## config.mk

```make
export PLATFORM = sky130hd
export DESIGN_NAME = i2c_dac_cmd
export DESIGN_NICKNAME = d
export VERILOG_FILES = /design/src/rtl/dac_cmd_pkg.sv /design/src/rtl/dac_cmd_ctrl.sv /design/src/rtl/dac_cmd_regs.sv /design/src/rtl/i2c_dac_cmd.sv
export SDC_FILE = /design/constraint.sdc
export NUM_CORES = 1
export LEC_CHECK = 0
export CORE_ASPECT_RATIO = 0.5
export CORE_UTILIZATION = 35
export DETAILED_ROUTE_END_ITERATION = 7
export DONT_BUFFER_PORTS = 1
export PLACE_DENSITY = 0.51
export SYNTH_ARGS = -nofsm -noshare
export SYNTH_HDL_FRONTEND = slang
export SYNTH_HIERARCHICAL = 1
export SYNTH_SLANG_ARGS = --single-unit
```

## constraint.sdc

```tcl
create_clock -name clk -period 6.15 [get_ports clk]
set_input_delay 0.3075 -clock clk [delete_from_list [all_inputs] [get_ports clk]]
set_output_delay 0.3075 -clock clk [all_outputs]
set_load 0.02 [all_outputs]
```

## src/rtl/dac_cmd_pkg.sv

```systemverilog
package dac_cmd_pkg;
  localparam int CODE_W = 12;
  localparam int PD_W   = 2;
  localparam int BYTE_W = 8;

  typedef struct packed {
    logic              commitDac;
    logic              writeBoth;
    logic [CODE_W-1:0] code;
    logic [PD_W-1:0]   pd;
  } dacStrobe_t;

  typedef enum logic [2:0] {
    S_IDLE, S_ADDR, S_ACK_ADDR, S_WRITE, S_ACK_WRITE, S_READ, S_READ_ACK
  } linkState_t;
endpackage

```

## src/rtl/dac_cmd_ctrl.sv

```systemverilog
module dac_cmd_ctrl
  import dac_cmd_pkg::*;
#(
  parameter logic [1:0] ADDR_HI     = 2'b00,
  parameter int         SYNC_STAGES = 2
) (
  input  logic              clk,
  input  logic              rstN,
  input  logic              sclIn,
  input  logic              sdaIn,
  input  logic              addrSel,
  input  logic              rdReady,
  input  logic [CODE_W-1:0] rdCode,
  input  logic [PD_W-1:0]   rdPd,
  output logic              sdaOe,
  output dacStrobe_t        strb
);
  localparam logic [3:0] DEV_ID = 4'b1100;
  localparam int CNT_W = $clog2(BYTE_W + 1);
  localparam logic [CNT_W-1:0] FULL_BYTE = CNT_W'(BYTE_W);
  localparam logic [CNT_W-1:0] LAST_BIT  = CNT_W'(BYTE_W - 1);

  logic [SYNC_STAGES:0] sclSync, sdaSync;
  logic sclNow, sclPrev, sdaNow, sdaPrev;
  logic sclRise, sclFall, startDet, stopDet;

  always_ff @(posedge clk or negedge rstN) begin
    if (!rstN) begin
      sclSync <= '1;
      sdaSync <= '1;
    end else begin
      sclSync <= {sclSync[SYNC_STAGES-1:0], sclIn};
      sdaSync <= {sdaSync[SYNC_STAGES-1:0], sdaIn};
    end
  end

  assign sclNow   = sclSync[SYNC_STAGES-1];
  assign sclPrev  = sclSync[SYNC_STAGES];
  assign sdaNow   = sdaSync[SYNC_STAGES-1];
  assign sdaPrev  = sdaSync[SYNC_STAGES];
  assign sclRise  = sclNow & ~sclPrev;
  assign sclFall  = ~sclNow & sclPrev;
  assign startDet = sclNow & sclPrev & sdaPrev & ~sdaNow;
  assign stopDet  = sclNow & sclPrev & ~sdaPrev & sdaNow;

  linkState_t        state;
  logic [CNT_W-1:0]  bitCnt;
  logic [BYTE_W-1:0] shiftReg, txShift, txNext;
  logic              readMode, masterAck;
  logic [1:0]        rdIdx, rdIdxNext;
  logic [1:0]        groupPos;
  logic [2:0]        cmdReg;
  logic [PD_W-1:0]   pdHold;
  logic [CODE_W-1:0] codeHold;
  logic              addrHit;

  assign addrHit   = shiftReg[7:1] == {DEV_ID, ADDR_HI, addrSel};
  assign rdIdxNext = (rdIdx == 2'd2) ? 2'd0 : rdIdx + 2'd1;

  always_comb begin
    case (rdIdx)
      2'd0:    txNext = {rdReady, 5'b0, rdPd};
      2'd1:    txNext = rdCode[CODE_W-1 -: BYTE_W];
      default: txNext = {rdCode[CODE_W-BYTE_W-1:0], {(2*BYTE_W-CODE_W){1'b0}}};
    endcase
  end

  always_ff @(posedge clk or negedge rstN) begin
    if (!rstN) begin
      state     <= S_IDLE;
      bitCnt    <= '0;
      shiftReg  <= '0;
      txShift   <= '0;
      readMode  <= 1'b0;
      masterAck <= 1'b0;
      rdIdx     <= '0;
      groupPos  <= '0;
      cmdReg    <= '0;
      pdHold    <= '0;
      codeHold  <= '0;
      sdaOe     <= 1'b0;
      strb      <= '0;
    end else begin
      strb <= '0;
      if (startDet) begin
        state    <= S_ADDR;
        bitCnt   <= '0;
        groupPos <= '0;
        rdIdx    <= '0;
        sdaOe    <= 1'b0;
      end else if (stopDet) begin
        state    <= S_IDLE;
        groupPos <= '0;
        sdaOe    <= 1'b0;
      end else begin
        case (state)
          S_ADDR, S_WRITE: begin
            if (sclRise && bitCnt != FULL_BYTE) begin
              shiftReg <= {shiftReg[BYTE_W-2:0], sdaNow};
              bitCnt   <= bitCnt + 1'b1;
            end else if (sclFall && bitCnt == FULL_BYTE) begin
              if (state == S_WRITE) begin
                sdaOe <= 1'b1;
                state <= S_ACK_WRITE;
              end else if (addrHit) begin
                sdaOe    <= 1'b1;
                readMode <= shiftReg[0];
                state    <= S_ACK_ADDR;
              end else begin
                state <= S_IDLE;
              end
            end
          end
          S_ACK_ADDR: begin
            if (sclFall) begin
              bitCnt <= '0;
              if (readMode) begin
                txShift <= txNext;
                sdaOe   <= ~txNext[BYTE_W-1];
                rdIdx   <= rdIdxNext;
                state   <= S_READ;
              end else begin
                sdaOe <= 1'b0;
                state <= S_WRITE;
              end
            end
          end
          S_ACK_WRITE: begin
            if (sclFall) begin
              sdaOe  <= 1'b0;
              bitCnt <= '0;
              state  <= S_WRITE;
              case (groupPos)
                2'd0: begin
                  cmdReg   <= shiftReg[7:5];
                  groupPos <= 2'd1;
                  if (shiftReg[7:6] == 2'b00) begin
                    pdHold         <= shiftReg[5:4];
                    codeHold[11:8] <= shiftReg[3:0];
                  end else begin
                    pdHold <= shiftReg[2:1];
                  end
                end
                2'd1: begin
                  if (cmdReg[2:1] == 2'b00) begin
                    strb.commitDac <= 1'b1;
                    strb.code      <= {codeHold[11:8], shiftReg};
                    strb.pd        <= pdHold;
                    groupPos       <= 2'd0;
                  end else begin
                    codeHold[11:4] <= shiftReg;
                    groupPos       <= 2'd2;
                  end
                end
                default: begin
                  strb.commitDac <= (cmdReg == 3'b010);
                  strb.writeBoth <= (cmdReg == 3'b011);
                  strb.code      <= {codeHold[11:4], shiftReg[7:4]};
                  strb.pd        <= pdHold;
                  groupPos       <= 2'd0;
                end
              endcase
            end
          end
          S_READ: begin
            if (sclFall) begin
              if (bitCnt == LAST_BIT) begin
                sdaOe <= 1'b0;
                state <= S_READ_ACK;
              end else begin
                txShift <= {txShift[BYTE_W-2:0], 1'b0};
                sdaOe   <= ~txShift[BYTE_W-2];
                bitCnt  <= bitCnt + 1'b1;
              end
            end
          end
          S_READ_ACK: begin
            if (sclRise) begin
              masterAck <= ~sdaNow;
            end else if (sclFall) begin
              if (masterAck) begin
                txShift <= txNext;
                sdaOe   <= ~txNext[BYTE_W-1];
                rdIdx   <= rdIdxNext;
                bitCnt  <= '0;
                state   <= S_READ;
              end else begin
                state <= S_IDLE;
              end
            end
          end
          default: ;
        endcase
      end
    end
  end


  addr_phase_quiet_chk: assert property (@(posedge clk) disable iff (!rstN)
    state == S_ADDR |-> !sdaOe);

  idle_release_chk: assert property (@(posedge clk) disable iff (!rstN)
    state == S_IDLE |-> !sdaOe);

  reserved_silent_chk: assert property (@(posedge clk) disable iff (!rstN)
    (strb.commitDac || strb.writeBoth) |-> !cmdReg[2]);

  frame_edge_no_strobe_chk: assert property (@(posedge clk) disable iff (!rstN)
    (startDet || stopDet) |=> !(strb.commitDac || strb.writeBoth));
endmodule

```

## src/rtl/dac_cmd_regs.sv

```systemverilog
module dac_cmd_regs
  import dac_cmd_pkg::*;
#(
  parameter int BUSY_CYCLES = 5000
) (
  input  logic              clk,
  input  logic              rstN,
  input  dacStrobe_t        strb,
  output logic [CODE_W-1:0] dacCode,
  output logic [PD_W-1:0]   pdSel,
  output logic [CODE_W-1:0] nvCode,
  output logic [PD_W-1:0]   nvPd,
  output logic              nvReady
);
  localparam int BUSY_W = $clog2(BUSY_CYCLES + 1);
  localparam logic [BUSY_W-1:0] BUSY_LOAD = BUSY_W'(BUSY_CYCLES);

  logic [BUSY_W-1:0] busyCnt;
  logic busy, nvAccept;

  assign busy     = busyCnt != '0;
  assign nvAccept = strb.writeBoth && !busy;
  assign nvReady  = !busy;

  always_ff @(posedge clk or negedge rstN) begin
    if (!rstN) begin
      dacCode <= '0;
      pdSel   <= '0;
      nvCode  <= '0;
      nvPd    <= '0;
      busyCnt <= '0;
    end else begin
      if (strb.commitDac || nvAccept) begin
        dacCode <= strb.code;
        pdSel   <= strb.pd;
      end
      if (nvAccept) begin
        nvCode  <= strb.code;
        nvPd    <= strb.pd;
        busyCnt <= BUSY_LOAD;
      end else if (busy) begin
        busyCnt <= busyCnt - 1'b1;
      end
    end
  end


  busy_cause_chk: assert property (@(posedge clk) disable iff (!rstN)
    $fell(nvReady) |-> $past(strb.writeBoth));

  busy_ignore_chk: assert property (@(posedge clk) disable iff (!rstN)
    (strb.writeBoth && !nvReady) |=> ($stable(dacCode) && $stable(nvCode)));

  shadow_hold_chk: assert property (@(posedge clk) disable iff (!rstN)
    !strb.writeBoth |=> ($stable(nvCode) && $stable(nvPd)));

  live_hold_chk: assert property (@(posedge clk) disable iff (!rstN)
    !(strb.commitDac || strb.writeBoth) |=> ($stable(dacCode) && $stable(pdSel)));
endmodule

```

## src/rtl/i2c_dac_cmd.sv

```systemverilog
module i2c_dac_cmd
  import dac_cmd_pkg::*;
#(
  parameter logic [1:0] ADDR_HI     = 2'b00,
  parameter int         SYNC_STAGES = 2,
  parameter int         BUSY_CYCLES = 5000
) (
  input  logic              clk,
  input  logic              rstN,
  input  logic              sclIn,
  input  logic              sdaIn,
  input  logic              addrSel,
  output logic              sdaOe,
  output logic [CODE_W-1:0] dacCode,
  output logic [PD_W-1:0]   pdSel,
  output logic [CODE_W-1:0] nvCode,
  output logic [PD_W-1:0]   nvPd,
  output logic              nvReady
);
  dacStrobe_t strb;

  dac_cmd_ctrl #(.ADDR_HI(ADDR_HI), .SYNC_STAGES(SYNC_STAGES)) u_ctrl (
    .clk(clk), .rstN(rstN), .sclIn(sclIn), .sdaIn(sdaIn), .addrSel(addrSel),
    .rdReady(nvReady), .rdCode(dacCode), .rdPd(pdSel), .sdaOe(sdaOe), .strb(strb)
  );

  dac_cmd_regs #(.BUSY_CYCLES(BUSY_CYCLES)) u_regs (
    .clk(clk), .rstN(rstN), .strb(strb), .dacCode(dacCode), .pdSel(pdSel),
    .nvCode(nvCode), .nvPd(nvPd), .nvReady(nvReady)
  );
endmodule

```

# ---- Word level (Yosys, flattened, before mapping)
# Cells that the tools add are included.
dict set report op_classes {
  add_sub_neg 3
  eq_ne 44
  muxes 79
  n_bitwise 18
  reduce_logical 33
}
# cell n
set op_table {}
lappend op_table {{16-bit 2-to-1 mux} 4}
lappend op_table {{7-bit 2-to-1 mux} 7}
lappend op_table {{4-bit 2-to-1 mux} 10}
lappend op_table {{3-bit 2-to-1 mux} 13}
lappend op_table {{2-bit 2-to-1 mux} 15}
lappend op_table {{4-bit by 1-bit inequality test with 1-bit output, second input constant} 7}
lappend op_table {{14-bit case mux with 2 select lines} 1}
lappend op_table {{13-bit 2-to-1 mux} 2}
lappend op_table {{3-bit by 1-bit inequality test with 1-bit output, second input constant} 7}
lappend op_table {{7-bit case mux with 3 select lines} 1}
lappend op_table {{7-bit AND reduction} 3}
lappend op_table {{10-bit AND reduction} 2}
lappend op_table {{9-bit AND reduction} 2}
lappend op_table {{1-bit 2-to-1 mux} 16}
lappend op_table {{4-bit case mux with 4 select lines} 1}
lappend op_table {{8-bit case mux with 2 select lines} 1}
lappend op_table {{3-bit case mux with 5 select lines} 1}
lappend op_table {{14-bit 2-to-1 mux} 1}
lappend op_table {{2-bit by 1-bit inequality test with 1-bit output, second input constant} 7}
lappend op_table {{13-bit nonzero test} 1}
lappend op_table {{13-bit by 1-bit subtractor with 13-bit output, second input constant} 1}
lappend op_table {{3-bit by 2-bit equality test with 1-bit output, second input constant} 4}
lappend op_table {{3-bit nonzero test} 4}
lappend op_table {{1-bit inverter} 11}
lappend op_table {{33 further kinds} 55}
dict set report totals {
  regBits 105
  input_bits 5
  out_inout_bits 30
  wordCells 201
}

# ---- Longest topological paths before layout
dict set report logic_depth {
  ltp_word 10
  mapped_depth 11
  ltp_nobuf 9
}

# ---- Hierarchy
# The synthesis kept the hierarchy.
# module instances cells_each area_each_um2 seq_area_each_um2
set by_module_without_submodules {}
lappend by_module_without_submodules {dac_cmd_ctrl 1 276 3072.9 1609.0}
lappend by_module_without_submodules {dac_cmd_regs 1 130 1783.0 1026.0}

# ---- Worst setup path before layout
# Ideal clock, no wire load.
dict set report synth_timing {
  path_type {reg2reg}
  startpoint {reg u_regs.busyCnt[0]}
  endpoint {reg u_ctrl.sdaOe}
  setup_time_ns 0.126
  arrival_time_ns 2.569
  required_time_ns 6.024
  path_slack_ns 3.456
  stages_incl_launch_ff 12
  n_path_buf 2
  synth_period_minus_slack_ns 2.694
  cell_sequence {dfrtp_1 > inv_1 > ha_1 > or4b_1 > buf_2 > nor3_1 > clkbuf_1 > mux2_2 > mux2i_1 > o21ai_0 > a21oi_1 > o311a_1}
}
dict set report synth_via {
  elab_chain_len 10
  elab_cells_between_ends 12
  cone_classes {mux: 9; bitwise: 1; reduce/logical: 2}
}
# item line_no
set synth_lines {}
lappend synth_lines {{start, declared} dac_cmd_regs.sv:18} ;# logic [BUSY_W-1:0] busyCnt;
lappend synth_lines {{start signal, assigned} dac_cmd_regs.sv:42} ;# busyCnt <= busyCnt - 1'b1;
lappend synth_lines {{13-bit nonzero test *} dac_cmd_regs.sv:21} ;# assign busy = busyCnt != '0;
lappend synth_lines {{1-bit zero test *} dac_cmd_regs.sv:23} ;# assign nvReady = !busy;
lappend synth_lines {{net nvReady} i2c_dac_cmd.sv:18} ;# output logic nvReady
lappend synth_lines {{8-bit case mux with 2 select lines *} dac_cmd_ctrl.sv:61} ;# case (rdIdx)
lappend synth_lines {{1-bit inverter *} {dac_cmd_ctrl.sv:119, dac_cmd_ctrl.sv:183}}
lappend synth_lines {{1-bit 2-to-1 mux} dac_cmd_ctrl.sv:181} ;# if (masterAck) begin
lappend synth_lines {{1-bit 2-to-1 mux} dac_cmd_ctrl.sv:180} ;# end else if (sclFall) begin
lappend synth_lines {{1-bit 2-to-1 mux} dac_cmd_ctrl.sv:178} ;# if (sclRise) begin
lappend synth_lines {{1-bit case mux with 5 select lines *} dac_cmd_ctrl.sv:96} ;# case (state)
lappend synth_lines {{1-bit 2-to-1 mux *} dac_cmd_ctrl.sv:91} ;# end else if (stopDet) begin
lappend synth_lines {{1-bit 2-to-1 mux *} dac_cmd_ctrl.sv:85} ;# if (startDet) begin
lappend synth_lines {{end signal, assigned} dac_cmd_ctrl.sv:119} ;# sdaOe <= ~txNext[BYTE_W-1];
lappend synth_lines {{end signal, assigned} dac_cmd_ctrl.sv:172} ;# sdaOe <= ~txShift[BYTE_W-2];
lappend synth_lines {{end signal, assigned} dac_cmd_ctrl.sv:183} ;# sdaOe <= ~txNext[BYTE_W-1];
lappend synth_lines {{end, declared} dac_cmd_ctrl.sv:15} ;# output logic sdaOe,
# Mark *: on every way through the listed nets, which the timed path passes. The rest lies on a longest branch. The select of a mux whose other input is x is not followed.
# A chain may end at the register's enable or synchronous reset.

# ---- Final worst setup path
# Ends and elaborated chain as after synthesis.

==> flow_metrics.env <==
export IMPL_num_vias=3035
export IMPL_clk_latency_ns=0.34
export IMPL_core_area_um2=13100
export IMPL_met3_length_um=510
export IMPL_die_h_um=85.29
export IMPL_crit_path_max_fanout=12
export IMPL_place_inst=577
export IMPL_rows=29
export IMPL_ys_seq_area_share_pct=54.26
export IMPL_met1_length_um=5178
export IMPL_syn_nets=415
export IMPL_endpoint_kind="register"
export IMPL_cp_arrival_ns=3.32
export IMPL_antennaDiodeCount=0
export IMPL_rsz0062_at_grt="false"
export IMPL_path_class="register to register"
export IMPL_drc_errors=0
export IMPL_synth_compound_area_share_pct=10.46
export IMPL_synth_edff_count=0
export IMPL_wl_per_cell_um=16.70
export IMPL_vias_per_cell=5.084
export IMPL_hpwl_um=6954
export IMPL_path_clk_slew_ns=0.08
export IMPL_clock_fmax_mhz=323.5
export IMPL_clock_skew_ns=0.01005
export IMPL_synth_top_flop_cell="dfrtp_1"
export IMPL_setup_viol_count_final=0
export IMPL_fin_nets=415
export IMPL_worstSetupStartpointType="register"
export IMPL_grt_pass1_vias=2975
export IMPL_yosysWarnings=6
export IMPL_worstMarginPinSlew_ns=0.9552
export IMPL_synth_top_family_by_area="simple AND/OR/NAND/NOR gates"
export IMPL_min_path_type="register to register"
export IMPL_ir_drop_v=0.0001907
export IMPL_min_period_over_period_pct=50.27
export IMPL_p_int_mw=1.206
export IMPL_maxCapViolCount=0
export IMPL_drtIter0Drc=199
export IMPL_p_switching_mw=0.5460
export IMPL_fillerInstances=1239
export IMPL_yosysUniqueCellTypes=66
export IMPL_cts_tree="built"
export IMPL_ant_nets=0
export IMPL_setup_tns_final_ns=0
export IMPL_root_buffer="clkbuf_16"
export IMPL_yosys_area_share_simple_pct=15.79
export IMPL_layout_drive_gt1_share_pct=21.90
export IMPL_die_x_um=168.6
export IMPL_grt_max_degree=106
export IMPL_synthMuxAreaShare_pct=14.84
export IMPL_synth_area_per_cell_um2=11.96
export IMPL_yosysMostFrequentCell="dfrtp_1"
export IMPL_cts_htree_levels=3
export IMPL_setup_ws_ns=3.058
export IMPL_syn_to_final_growth_pct=10.41
export IMPL_synth_xor_area_share_pct=1.263
export IMPL_place_area_um2=5014
export IMPL_antenna_found_initial=0
export IMPL_place_congestion=0.7841
export IMPL_worst_endpoint_required_ns=6.38
export IMPL_grt_util_all_layers_pct=15.46
export IMPL_slew_viol_final=0
export IMPL_ctsResizeCount=0
export IMPL_hold_viol=0
export IMPL_clk_path_buf_depth=2
export IMPL_yosysTopAreaCell="dfrtp_1"
export IMPL_slew_limit_headroom_pct=35.97
export IMPL_drt_pass1_iter_count=4
export IMPL_top_layer_used="met4"
export IMPL_p_sw_share_pct=31.17
export IMPL_fin_area_um2=5361
export IMPL_p_per_area_nw_per_um2=326.7
export IMPL_routed_wl_met2_um=4189
export IMPL_synth_top_area_share_pct=51.02
export IMPL_p_comb_share_pct=17.5
export IMPL_synth_adder_area_share_pct=1.031
export IMPL_synth_area_leaders="dfrtp_1 51%, mux2_2 9.0%, dfstp_2 3.2%, mux2_4 3.1%, nor2_1 2.6%"
export IMPL_status="finished, final reports clean"
export IMPL_clkPwrFrac_pct=31.7
export IMPL_cts_buffers=9
export IMPL_start_util_pct=37.07
export IMPL_io_pins=35
export IMPL_die_area_um2=14380
export IMPL_netlist_top_cells_count="99 x dfrtp_1, 39 x mux2_2, 34 x nor2_1, 22 x a21oi_1, 20 x o21ai_0"
export IMPL_synth_seq_cells=105
export IMPL_instances_no_fill=597
export IMPL_ys_async_sr_fraction_pct=100.0
export IMPL_cts_sinks=105
export IMPL_power_frac_seq_pct=50.8
export IMPL_place_ws_ns=3.057
export IMPL_port_buffers=0
export IMPL_finalCriticalPeriod_ns=3.092
export IMPL_syn_area_um2=4856
export IMPL_postSynthCellCount=406
export IMPL_grt_pass1_wl_um=16900
export IMPL_routed_wl_um=9972
export IMPL_overflow=0
export IMPL_p_leak_nw=2.420
==> stage by stage <==
step                      total power, mW  hold WS, ns  util (%)
after floorplan                     1.116      0.01191         -
after global placement              1.196      0.01653     38.27
after detailed placement            1.194      0.01593     38.27
after CTS                           1.781       0.3573     40.93
after global routing                1.867       0.3591     40.93
final                               1.752       0.3562     40.93
==> metal layers <==
metal	global-route usage (%)	vias up
li1	-	1481
met1	22.86	1498
met2	21.69	50
met3	5.131	6
met4	3.388	0
met5	0	-
==> cell type report <==
cell class	count	area [um2]	area share, %
clock inverter	6	61.31	1.144
multi-input combinational	278	2112	39.39
sequential	105	2635	49.15
clock buffer	10	229.0	4.271
timing repair buffer	5	65.06	1.214
tap	186	232.7	4.341
inverter	7	26.28	0.4901
==> kinds of logic after synthesis <==
| family | count (synthesis) |
|---|---|
| compound gates | 79 |
| xor+xnor | 7 |
| fa+ha+maj | 4 |
| buf+inv | 23 |
| flops | 105 |
| mux | 62 |
| simple gates | 126 |
==> timing repair <==
item                                    in CTS  in global routing
endpoints found under the hold margin      107                  0
hold buffers                                 4                  0
setup buffers                                0                  0
endpoints found under the setup margin       0                  0
==> placed cells by master (no fill, tap or decap), types with 5 or more instances in the layout <==
cell type and n:
dfrtp_1 99, mux2_2 39, nor2_1 34, a21oi_1 22
o21ai_0 20, nand2_1 19, mux2i_1 12, mux2_4 10
clkbuf_16 9, and2_1 8, inv_1 7, nand3_1 6
or4_1 6, dfstp_2 6, nor3_1 5, nor2b_1 5
==> critical path: stages (launching register included) <==
cell	delay, ns
dfrtp_1	0.42
inv_1	0.09
ha_1	0.15
or4b_1	0.59
nor3_2	0.84
mux2_2	0.32
mux2i_1	0.07
o21ai_0	0.09
a21oi_1	0.08
o311a_1	0.33
==> power by group through the flow <==
| stage | sequential (mW) | combinational [mW] | clock (mW) |
|---|---|---|---|
| after floorplan | 0.837 | 0.279 | 0 |
| after global placement | 0.908 | 0.288 | 0 |
| after detailed placement | 0.905 | 0.289 | 0 |
| after CTS | 0.891 | 0.309 | 0.580 |
| after global routing | 0.910 | 0.347 | 0.610 |
| final | 0.889 | 0.307 | 0.555 |
==> registers in the layout, indices dropped and copies added (netlist names) <==
| signal | flops |
|---|---|
| u_ctrl/shiftReg | 8 |
| u_ctrl/cmdReg | 3 |
| u_ctrl/rdIdx | 2 |
| u_ctrl/sdaSync | 3 |
| u_ctrl/bitCnt | 4 |
| u_regs/nvPd | 2 |
| u_regs/nvCode | 12 |
| u_ctrl/state | 3 |
| u_regs/busyCnt | 13 |
| u_ctrl/codeHold | 8 |
| u_ctrl/pdHold | 2 |
| u_ctrl/txShift | 7 |
| u_ctrl/sclSync | 3 |
| u_ctrl/groupPos | 2 |
| u_regs/pdSel | 2 |
| u_ctrl/strb | 16 |
| u_regs/dacCode | 12 |
| u_ctrl/sdaOe | 1 |
| u_ctrl/readMode | 1 |
| u_ctrl/masterAck | 1 |
==> final timing paths <==
check / cells after the start / slack, ns / to / start
hold / removal: 0 / 0.36 / u_ctrl/sclSync[1]$_DFF_PN1_ / u_ctrl/sclSync[0]$_DFF_PN1_
min in group asynchronous: 2 / 0.58 / u_regs/busyCnt[3]$_DFFE_PN0P_ / rstN
max in group asynchronous: 2 / 5.17 / u_ctrl/sclSync[0]$_DFF_PN1_ / rstN
setup reg to reg: 9 / 3.06 / u_ctrl/sdaOe$_DFFE_PN0P_ / u_regs/busyCnt[0]$_DFFE_PN0P_
setup / recovery: 9 / 3.06 / u_ctrl/sdaOe$_DFFE_PN0P_ / u_regs/busyCnt[0]$_DFFE_PN0P_
hold reg to reg: 0 / 0.36 / u_ctrl/sclSync[1]$_DFF_PN1_ / u_ctrl/sclSync[0]$_DFF_PN1_
Power figures use the tool's default switching activity.
